===== config.mk =====
export PLATFORM = sky130hd
export DESIGN_NAME = nshape_mod
export DESIGN_NICKNAME = d
export VERILOG_FILES = /design/src/rtl/nshape_pkg.sv /design/src/rtl/nshape_ctrl.sv /design/src/rtl/nshape_stage.sv /design/src/rtl/nshape_dpath.sv /design/src/rtl/nshape_mod.sv
export SDC_FILE = /design/constraint.sdc
export NUM_CORES = 1
export LEC_CHECK = 0
export BUFFER_PORTS_ARGS = -buffer_cell sky130_fd_sc_hd__buf_2
export CORE_MARGIN = 2
export CORE_UTILIZATION = 60
export CTS_CLUSTER_SIZE = 25
export DETAILED_ROUTE_END_ITERATION = 7
export GPL_ROUTABILITY_DRIVEN = 0
export PLACE_DENSITY_LB_ADDON = 0.12
export SYNTH_ARGS = -nofsm -noshare
export SYNTH_HDL_FRONTEND = slang
export SYNTH_SLANG_ARGS = --single-unit

===== constraint.sdc =====
create_clock -name clk -period 9.82 [get_ports clk]
set_input_delay 2.946 -clock clk [delete_from_list [all_inputs] [get_ports clk]]
set_output_delay 2.946 -clock clk [all_outputs]
set_load 0.02 [all_outputs]

===== src/rtl/nshape_pkg.sv =====
package nshape_pkg;
  localparam int MAX_ORD = 5;   // stages present in hardware
  localparam int LOW_ORD = 3;   // stages used in the reduced mode
  localparam int COEF_W  = 16;  // width of one stage weight

  typedef logic signed [COEF_W-1:0] coef_t;
  typedef coef_t [MAX_ORD-1:0] coefSet_t;

  // strobes from control to datapath
  typedef struct packed {
    logic clrState;
    logic step;
    logic useFifth;
  } ctrlStrobe_t;
endpackage


===== src/rtl/nshape_ctrl.sv =====
module nshape_ctrl (
  input  logic                     clk,
  input  logic                     rst,
  input  logic                     sampleVld,
  input  logic                     fifthOrder,
  output nshape_pkg::ctrlStrobe_t  strobe,
  output logic                     bitVld
);
  always_comb begin
    strobe.clrState = rst;
    strobe.step     = sampleVld && !rst;
    strobe.useFifth = fifthOrder;
  end

  // one output bit per accepted sample, one cycle later
  always_ff @(posedge clk) begin
    bitVld <= strobe.step;
  end
endmodule


===== src/rtl/nshape_stage.sv =====
module nshape_stage #(
  parameter int ACC_W  = 40,
  parameter int WIDE_W = 44
) (
  input  logic                     clk,
  input  logic                     clr,
  input  logic                     step,
  input  logic                     active,
  input  logic signed [WIDE_W-1:0] sumIn,
  output logic signed [ACC_W-1:0]  stateNext,
  output logic signed [ACC_W-1:0]  stateQ
);
  localparam logic signed [ACC_W-1:0]  SAT_HI  = {1'b0, {(ACC_W-1){1'b1}}};
  localparam logic signed [ACC_W-1:0]  SAT_LO  = {1'b1, {(ACC_W-1){1'b0}}};
  localparam logic signed [WIDE_W-1:0] WIDE_HI = WIDE_W'(SAT_HI);
  localparam logic signed [WIDE_W-1:0] WIDE_LO = WIDE_W'(SAT_LO);

  logic signed [ACC_W-1:0] clampVal;

  always_comb begin
    if (sumIn > WIDE_HI)      clampVal = SAT_HI;
    else if (sumIn < WIDE_LO) clampVal = SAT_LO;
    else                      clampVal = sumIn[ACC_W-1:0];
  end

  assign stateNext = active ? clampVal : '0;

  always_ff @(posedge clk) begin
    if (clr)       stateQ <= '0;
    else if (step) stateQ <= stateNext;
  end
endmodule


===== src/rtl/nshape_dpath.sv =====
module nshape_dpath #(
  parameter int                   DATA_W = 24,
  parameter int                   ACC_W  = 40,
  parameter nshape_pkg::coefSet_t A_COEF = '0,
  parameter nshape_pkg::coefSet_t B_COEF = '0
) (
  input  logic                                            clk,
  input  nshape_pkg::ctrlStrobe_t                         strobe,
  input  logic signed [DATA_W-1:0]                        sampleIn,
  output logic                                            bitOut,
  output logic [nshape_pkg::MAX_ORD-1:0][ACC_W-1:0]       stateOut
);
  import nshape_pkg::*;

  localparam int WIDE_W = ACC_W + 4;
  localparam logic signed [WIDE_W-1:0] FS_W = WIDE_W'(1) << (DATA_W - 1);

  logic signed [WIDE_W-1:0] xWide;
  logic signed [WIDE_W-1:0] fbWide;
  logic signed [WIDE_W-1:0] termS   [MAX_ORD];
  logic signed [WIDE_W-1:0] stWide  [MAX_ORD];
  logic signed [WIDE_W-1:0] sumW    [MAX_ORD];
  logic signed [ACC_W-1:0]  stQ     [MAX_ORD];
  logic signed [ACC_W-1:0]  stNx    [MAX_ORD];
  logic                     stageOn [MAX_ORD];
  logic                     bitQ;
  logic signed [ACC_W-1:0]  selNext;

  assign xWide  = WIDE_W'(sampleIn);
  assign fbWide = bitQ ? FS_W : -FS_W;

  for (genvar k = 0; k < MAX_ORD; k++) begin : g_stage
    logic signed [WIDE_W-1:0] aW;
    logic signed [WIDE_W-1:0] bW;
    assign aW       = WIDE_W'($signed(A_COEF[k]));
    assign bW       = WIDE_W'($signed(B_COEF[k]));
    assign termS[k] = bW * xWide - aW * fbWide;
    assign stWide[k] = WIDE_W'(stQ[k]);
    assign stageOn[k] = (k < LOW_ORD) || strobe.useFifth;

    if (k == 0) begin : g_first
      assign sumW[k] = stWide[k] + termS[k];
    end else if (k % 2 == 1) begin : g_even
      assign sumW[k] = stWide[k] + termS[k] + stWide[k-1];
    end else begin : g_odd
      assign sumW[k] = stWide[k] + termS[k] + stWide[k-1] + termS[k-1] + stWide[k-2];
    end

    nshape_stage #(.ACC_W(ACC_W), .WIDE_W(WIDE_W)) u_stage (
      .clk      (clk),
      .clr      (strobe.clrState),
      .step     (strobe.step),
      .active   (stageOn[k]),
      .sumIn    (sumW[k]),
      .stateNext(stNx[k]),
      .stateQ   (stQ[k])
    );

    assign stateOut[k] = stQ[k];
  end

  assign selNext = strobe.useFifth ? stNx[MAX_ORD-1] : stNx[LOW_ORD-1];

  always_ff @(posedge clk) begin
    if (strobe.clrState)  bitQ <= 1'b0;
    else if (strobe.step) bitQ <= !selNext[ACC_W-1];
  end

  assign bitOut = bitQ;
endmodule


===== src/rtl/nshape_mod.sv =====
module nshape_mod #(
  parameter int                   DATA_W = 24,
  parameter int                   ACC_W  = 40,
  parameter nshape_pkg::coefSet_t A_COEF = {16'sd1, 16'sd1, 16'sd2, 16'sd2, 16'sd3},
  parameter nshape_pkg::coefSet_t B_COEF = {16'sd1, 16'sd1, 16'sd1, 16'sd1, 16'sd3}
) (
  input  logic                     clk,
  input  logic                     rst,
  input  logic                     sampleVld,
  input  logic signed [DATA_W-1:0] sampleIn,
  input  logic                     fifthOrder,
  output logic                     bitOut,
  output logic                     bitVld
);
  nshape_pkg::ctrlStrobe_t strobe;
  logic [nshape_pkg::MAX_ORD-1:0][ACC_W-1:0] stageState;

  nshape_ctrl u_ctrl (
    .clk       (clk),
    .rst       (rst),
    .sampleVld (sampleVld),
    .fifthOrder(fifthOrder),
    .strobe    (strobe),
    .bitVld    (bitVld)
  );

  nshape_dpath #(
    .DATA_W(DATA_W), .ACC_W(ACC_W), .A_COEF(A_COEF), .B_COEF(B_COEF)
  ) u_dpath (
    .clk     (clk),
    .strobe  (strobe),
    .sampleIn(sampleIn),
    .bitOut  (bitOut),
    .stateOut(stageState)
  );
endmodule


======== Word level (Yosys, flattened, before mapping) ========
Cells that the tools add are included.
Widths: inputs -> output; s select.
cells by class
  magnitude comparators ................... 10
  muxes and demuxes ....................... 14
  multipliers ............................. 2
  add/subtract/negate cells ............... 16
  reductions and logical operators ........ 3
operators by type and width
  cell                   number
  $mux 40                13
  $add 44x40->44         6
  $add 40x44->44         5
  $gt 44x40->1 const B   5
  $lt 44x40->1 const B   5
  $add 44x44->44         2
  $sub 24x44->44         2
  $mul 3x44->44 const A  1
  $mux 44                1
  $sub 44x44->44         1
  $mul 3x24->27 const A  1
  $logic_not 1->1        2
  $logic_and 1x1->1      1
word-level totals
  register bits after elaboration ......... 202
  output and inout bits ................... 2
  bits of input ports ..................... 28
  word-level logic and storage cells ...... 52

======== Depth between registers and ports, before layout ========
  word-level depth ........................ 12
  gate-level depth with buffers ........... 31
  mapped depth without buffers ............ 29

======== Modules after synthesis ========
From an unflattened synthesis, not the netlist that was laid out.
unflattened totals
  cell total of the unflattened synthesis .. 3682
  area total of the unflattened synthesis .. 30023.8 µm²
modules (own cells, without submodules)
  module        cells an instance  instances  area an instance (µm²)  seq. area each (µm²)
  nshape_dpath  2523               1          20253.2                 20.0
  nshape_stage  231                5          1944.4                  800.8
  nshape_ctrl   4                  1          48.8                    20.0

======== Worst setup path after synthesis ========
No wires, ideal clock.
  path type ............................... input -> register
  from .................................... in sampleIn[23]
  to ...................................... reg u_dpath.g_stage[3].u_stage.stateQ[30]
  data arrival time ....................... 10191 ps
  setup time .............................. 117 ps
  stages on the path ...................... 18
  data required time ...................... 9703 ps
  slack ................................... -487 ps
  cells stage by stage .................... inv_1 > ha_1 > xor2_1 > inv_1 > fa_1 > inv_1 > ha_1 > clkbuf_1 > a21o_1 > or4_1 > nor2_1 > nor3_1 > a21oi_1 > xnor2_1 > o41ai_2 > clkbuf_1 > o21ai_0 > a22o_1
on the way
  longest elaborated chain between the ends .. 7
ends and longest elaborated chain
  what                    line                text
  start: declaration      nshape_mod.sv:10    input logic signed [DATA_W-1:0] sampleIn,
  $sub 24x44->44 (*)      nshape_dpath.sv:37  assign termS[k] = bW * xWide - aW * fbWide;
  $add 40x44->44 (*)      nshape_dpath.sv:44  assign sumW[k] = stWide[k] + termS[k] + stWide[k-1];
  $add 44x40->44 (*)      nshape_dpath.sv:44
  $lt 44x40->1            nshape_stage.sv:22  else if (sumIn < WIDE_LO) clampVal = SAT_LO;
  $mux 40                 nshape_stage.sv:22
  $mux 40 (*)             nshape_stage.sv:21  if (sumIn > WIDE_HI) clampVal = SAT_HI;
  $mux 40 (*)             nshape_stage.sv:26  assign stateNext = active ? clampVal : '0;
  end signal: assignment  nshape_stage.sv:30  else if (step) stateQ <= stateNext;
  end: declaration        nshape_stage.sv:11  output logic signed [ACC_W-1:0] stateQ
Every way passes the cells marked *; elsewhere a longest branch is shown, timed or not.
A chain may end at the register's enable or synchronous reset.

======== Worst setup path after layout ========
  from .................................... in sampleIn[2]
  to ...................................... reg u_dpath.g_stage[0].u_stage.stateQ[28]
on the way
  longest elaborated chain between the ends .. 6
ends and longest elaborated chain
  what                    line                text
  $mul 3x24->27 (*)       nshape_dpath.sv:37
  $sub 44x44->44 (*)      nshape_dpath.sv:37
  $add 40x44->44 (*)      nshape_dpath.sv:42  assign sumW[k] = stWide[k] + termS[k];
  $lt 44x40->1            nshape_stage.sv:22
  $mux 40                 nshape_stage.sv:22
  $mux 40 (*)             nshape_stage.sv:21
  end signal: assignment  nshape_stage.sv:30
  end: declaration        nshape_stage.sv:11
Marked as above.

==> qor.yml <==
synthesis:
  synthCells: 3181
  synth-main-ff-cell: "dfxtp_1"
  synth_seq_cells: 202
  synth_common_cells: "316 x ha_1, 280 x fa_1, 267 x nand2_1"
  synth_top_area_frac: 0.201
  yosysMostFrequentCell: "ha_1"
  synth_area_um2: 27900
  yosysTopAreaCell: "fa_1"
  synth-simple-area-share: 0.133
  synth_area_leaders: "fa_1 20%, dfxtp_1 15%, ha_1 14%"
  synthMuxAreaShare: 0.00220
  ys_seq_area_frac: 0.145
  synth_cell_type_count: 93
  synth_top_family_by_area: "adder cells"
  yosys_warnings: 0
  synth_xor_area_frac: 0.0647
  synth_edf_count: 0
  synth.net_count: 3805
  yosys.area_share.adder: 0.343
  avgSynthCellArea_um2: 8.76
  synth_compound_area_frac: 0.259
  async_reset_ff_frac: 0
critical_path:
  r2r-start: "u_dpath.bitOut"
  arrival_ns: 9.96
  reg2reg_setup_slack_ns: 3.51
  critPathMaxFanout: 12
  crit_path_end_kind: "flip-flop"
  critPathTopFamily: "compound AO/OA/AOI/OAI gates"
  worstSetupPathType: "primary input to flip-flop"
  cpMostUsedCell: "buf_4"
  critical_path.max_stage_delay_ns: 0.54
  reg2reg_depth: 19
  crit_slowest_cell: "fa_1"
  start_kind: "primary input"
  crit_required_ns: 10.25
  cp_num_buf_inv: 8
  r2r-end: "u_dpath.g_stage[4].u_stage.stateQ[35]"
final_layout:
  final_cells: 3851
  area_delta_synth_final_pct: 8.58
  final_nets: 3857
  drive_gt1_frac: 0.100
  fill_cells: 3734
global_routing:
  grt_pass1_vias: 24800
  grt.total_usage: 0.332
  antenna_found_initial: 2
  use_met1: 0.460
  grt_overflow: 0
  met3_usage: 0.0362
  grt_pass1_wl_mm: 128
  grt-busiest-layer: "met2"
  grt_max_degree: 78
  met2_usage: 0.531
clock_network:
  cts_max_path_buffers: 3
  clk_pin_slew_ns: 0.06
  cts_max_level: 1
  clkSinkCount: 202
  clk_latency_ns: 0.57
  cts_buffers: 25
  cts_tree: "done"
  cts_root_buffer: "clkbuf_16"
  cts.hold.buffers_added: 0
floorplan:
  ios: 30
  start_util: 0.611
  design.core.area_um2: 45600
  fp-row-count: 78
  dieArea_um2: 48200
  fp.dieH_um: 220
  die_x_um: 220
detailed_routing:
  viasPerCell: 6.50
  wl_mm: 79.3
  drc: 0
  vias: 25000
  drtIter0Drc: 2402
  drtAntennaViolNets: 0
  dr.pass1.iters: 8
  routedWlPerCell_um: 20.6
sta:
  finalCritPeriodShare: 0.971
  slew_headroom: 0.428
  slew_violations: 0
  max_freq_ghz: 0.105
  worst_slew_pin_slew_ns: 0.857
  layout_min_cycle_time_ns: 9.53
  finalSetupViolations: 0
  hold_viol: 0
  fin_skew_ns: 0.0346
outcome:
  status: "finished clean"
placed_design:
  dp_hpwl_mm: 63.9
  dp_cells: 3801
  port_buffers: 29
worst_hold_path:
  hold_class: "flip-flop to flip-flop"
  hold_depth: 2
  hold_end: "u_dpath.g_stage[4].u_stage.stateQ[0]"
  hp-start: "u_dpath.g_stage[4].u_stage.stateQ[0]"
run:
  drv_cap: 0
registers in the layout, summed over array words and instances, names as in the netlist:
signal and cells:
u_dpath.bitOut 1, u_dpath.g_stage.u_stage.stateQ 200, u_ctrl.bitVld 1
worst max path at each step:
stage / startpoint / end / slack, ns / cells after the start
after floorplan: sampleIn[1] / u_dpath.g_stage[0].u_stage.stateQ[16] / 0.04 / 29
after global placement: sampleIn[2] / u_dpath.g_stage[0].u_stage.stateQ[6] / -0.59 / 31
after detailed placement: sampleIn[2] / u_dpath.g_stage[0].u_stage.stateQ[5] / -0.87 / 31
after CTS: sampleIn[1] / u_dpath.g_stage[0].u_stage.stateQ[38] / 0.04 / 31
after global routing: sampleIn[1] / u_dpath.g_stage[0].u_stage.stateQ[38] / -0.05 / 34
final: sampleIn[2] / u_dpath.g_stage[0].u_stage.stateQ[28] / 0.29 / 34
per-stage QoR:
step | setup TNS [ns] | util | hold slack [ns] | setup WS (ns) | area [µm²]
after global routing | -0.609 | 0.664 | 0.502 | -0.0478 | 30300
after floorplan | 0 | - | 0.445 | 0.0401 | 27900
after CTS | 0 | 0.662 | 0.483 | 0.0359 | 30200
after global placement | -18.55 | 0.643 | 0.454 | -0.588 | 29300
final | 0 | 0.664 | 0.482 | 0.286 | 30300
after detailed placement | -28.41 | 0.643 | 0.472 | -0.871 | 29300
worst register-to-register path, delay by kind of cell, from the launching register on:
kind	cells	cell delay (ns)
AO/OA/AOI/OAI	6	2.10
buffers and inverters	4	1.00
adder cells (fa/ha/maj)	3	0.97
AND/OR/NAND/NOR	4	0.89
XOR/XNOR	2	0.73
flip-flops	1	0.56
metal layers:
metal  wire length (µm)  part of all wire
met1              34500              0.43
met2              34700              0.44
met3               6390             0.081
met4               3740             0.047
met5                 11           0.00014
timing repair:
action | in CTS | in global routing
gates cloned | 0 | 1
endpoints found under the setup margin | 28 | 39
buffers inserted | 0 | 4
resized for setup | 2 | 13
pin swaps | 0 | 2
endpoints found under the hold margin | 0 | 0
final cells by class:
type,count,area [µm²],share of cell area
Antenna cell,1,2.50,0.0000827
Clock buffer,33,696,0.0230
Clock inverter,11,166,0.00550
Inverter,224,841,0.0278
Multi-Input combinational cell,2607,22500,0.743
Sequential cell,202,4040,0.134
Tap cell,600,751,0.0248
Timing Repair Buffer,173,1270,0.0419
logic make-up (layout without fill, tap and decap cells):
kind of cell             after synthesis  in the layout
adder cells (fa/ha/maj)              597            597
buffers and inverters                373            441
flip-flops                           202            202
AO/OA/AOI/OAI                       1019           1019
XOR/XNOR                             206            206
other                                  0              1
AND/OR/NAND/NOR                      778            779
multiplexers                           6              6
cells in the final DEF, fill, tap and decap left out, types with 45 or more instances in the layout:
| cell type | n |
|---|---|
| nand2_1 | 267 |
| nand3_1 | 55 |
| ha_1 | 316 |
| a21oi_1 | 251 |
| inv_1 | 223 |
| buf_4 | 143 |
| nor2_1 | 177 |
| a21o_1 | 105 |
| o21ai_0 | 159 |
| xnor2_1 | 119 |
| dfxtp_1 | 202 |
| nand4_1 | 45 |
| xor2_1 | 85 |
| a211oi_1 | 65 |
| a221o_1 | 45 |
| fa_1 | 280 |
Power is not shown: default switching activity piles up to over one toggle a cycle in this logic, so the estimate is an artifact.
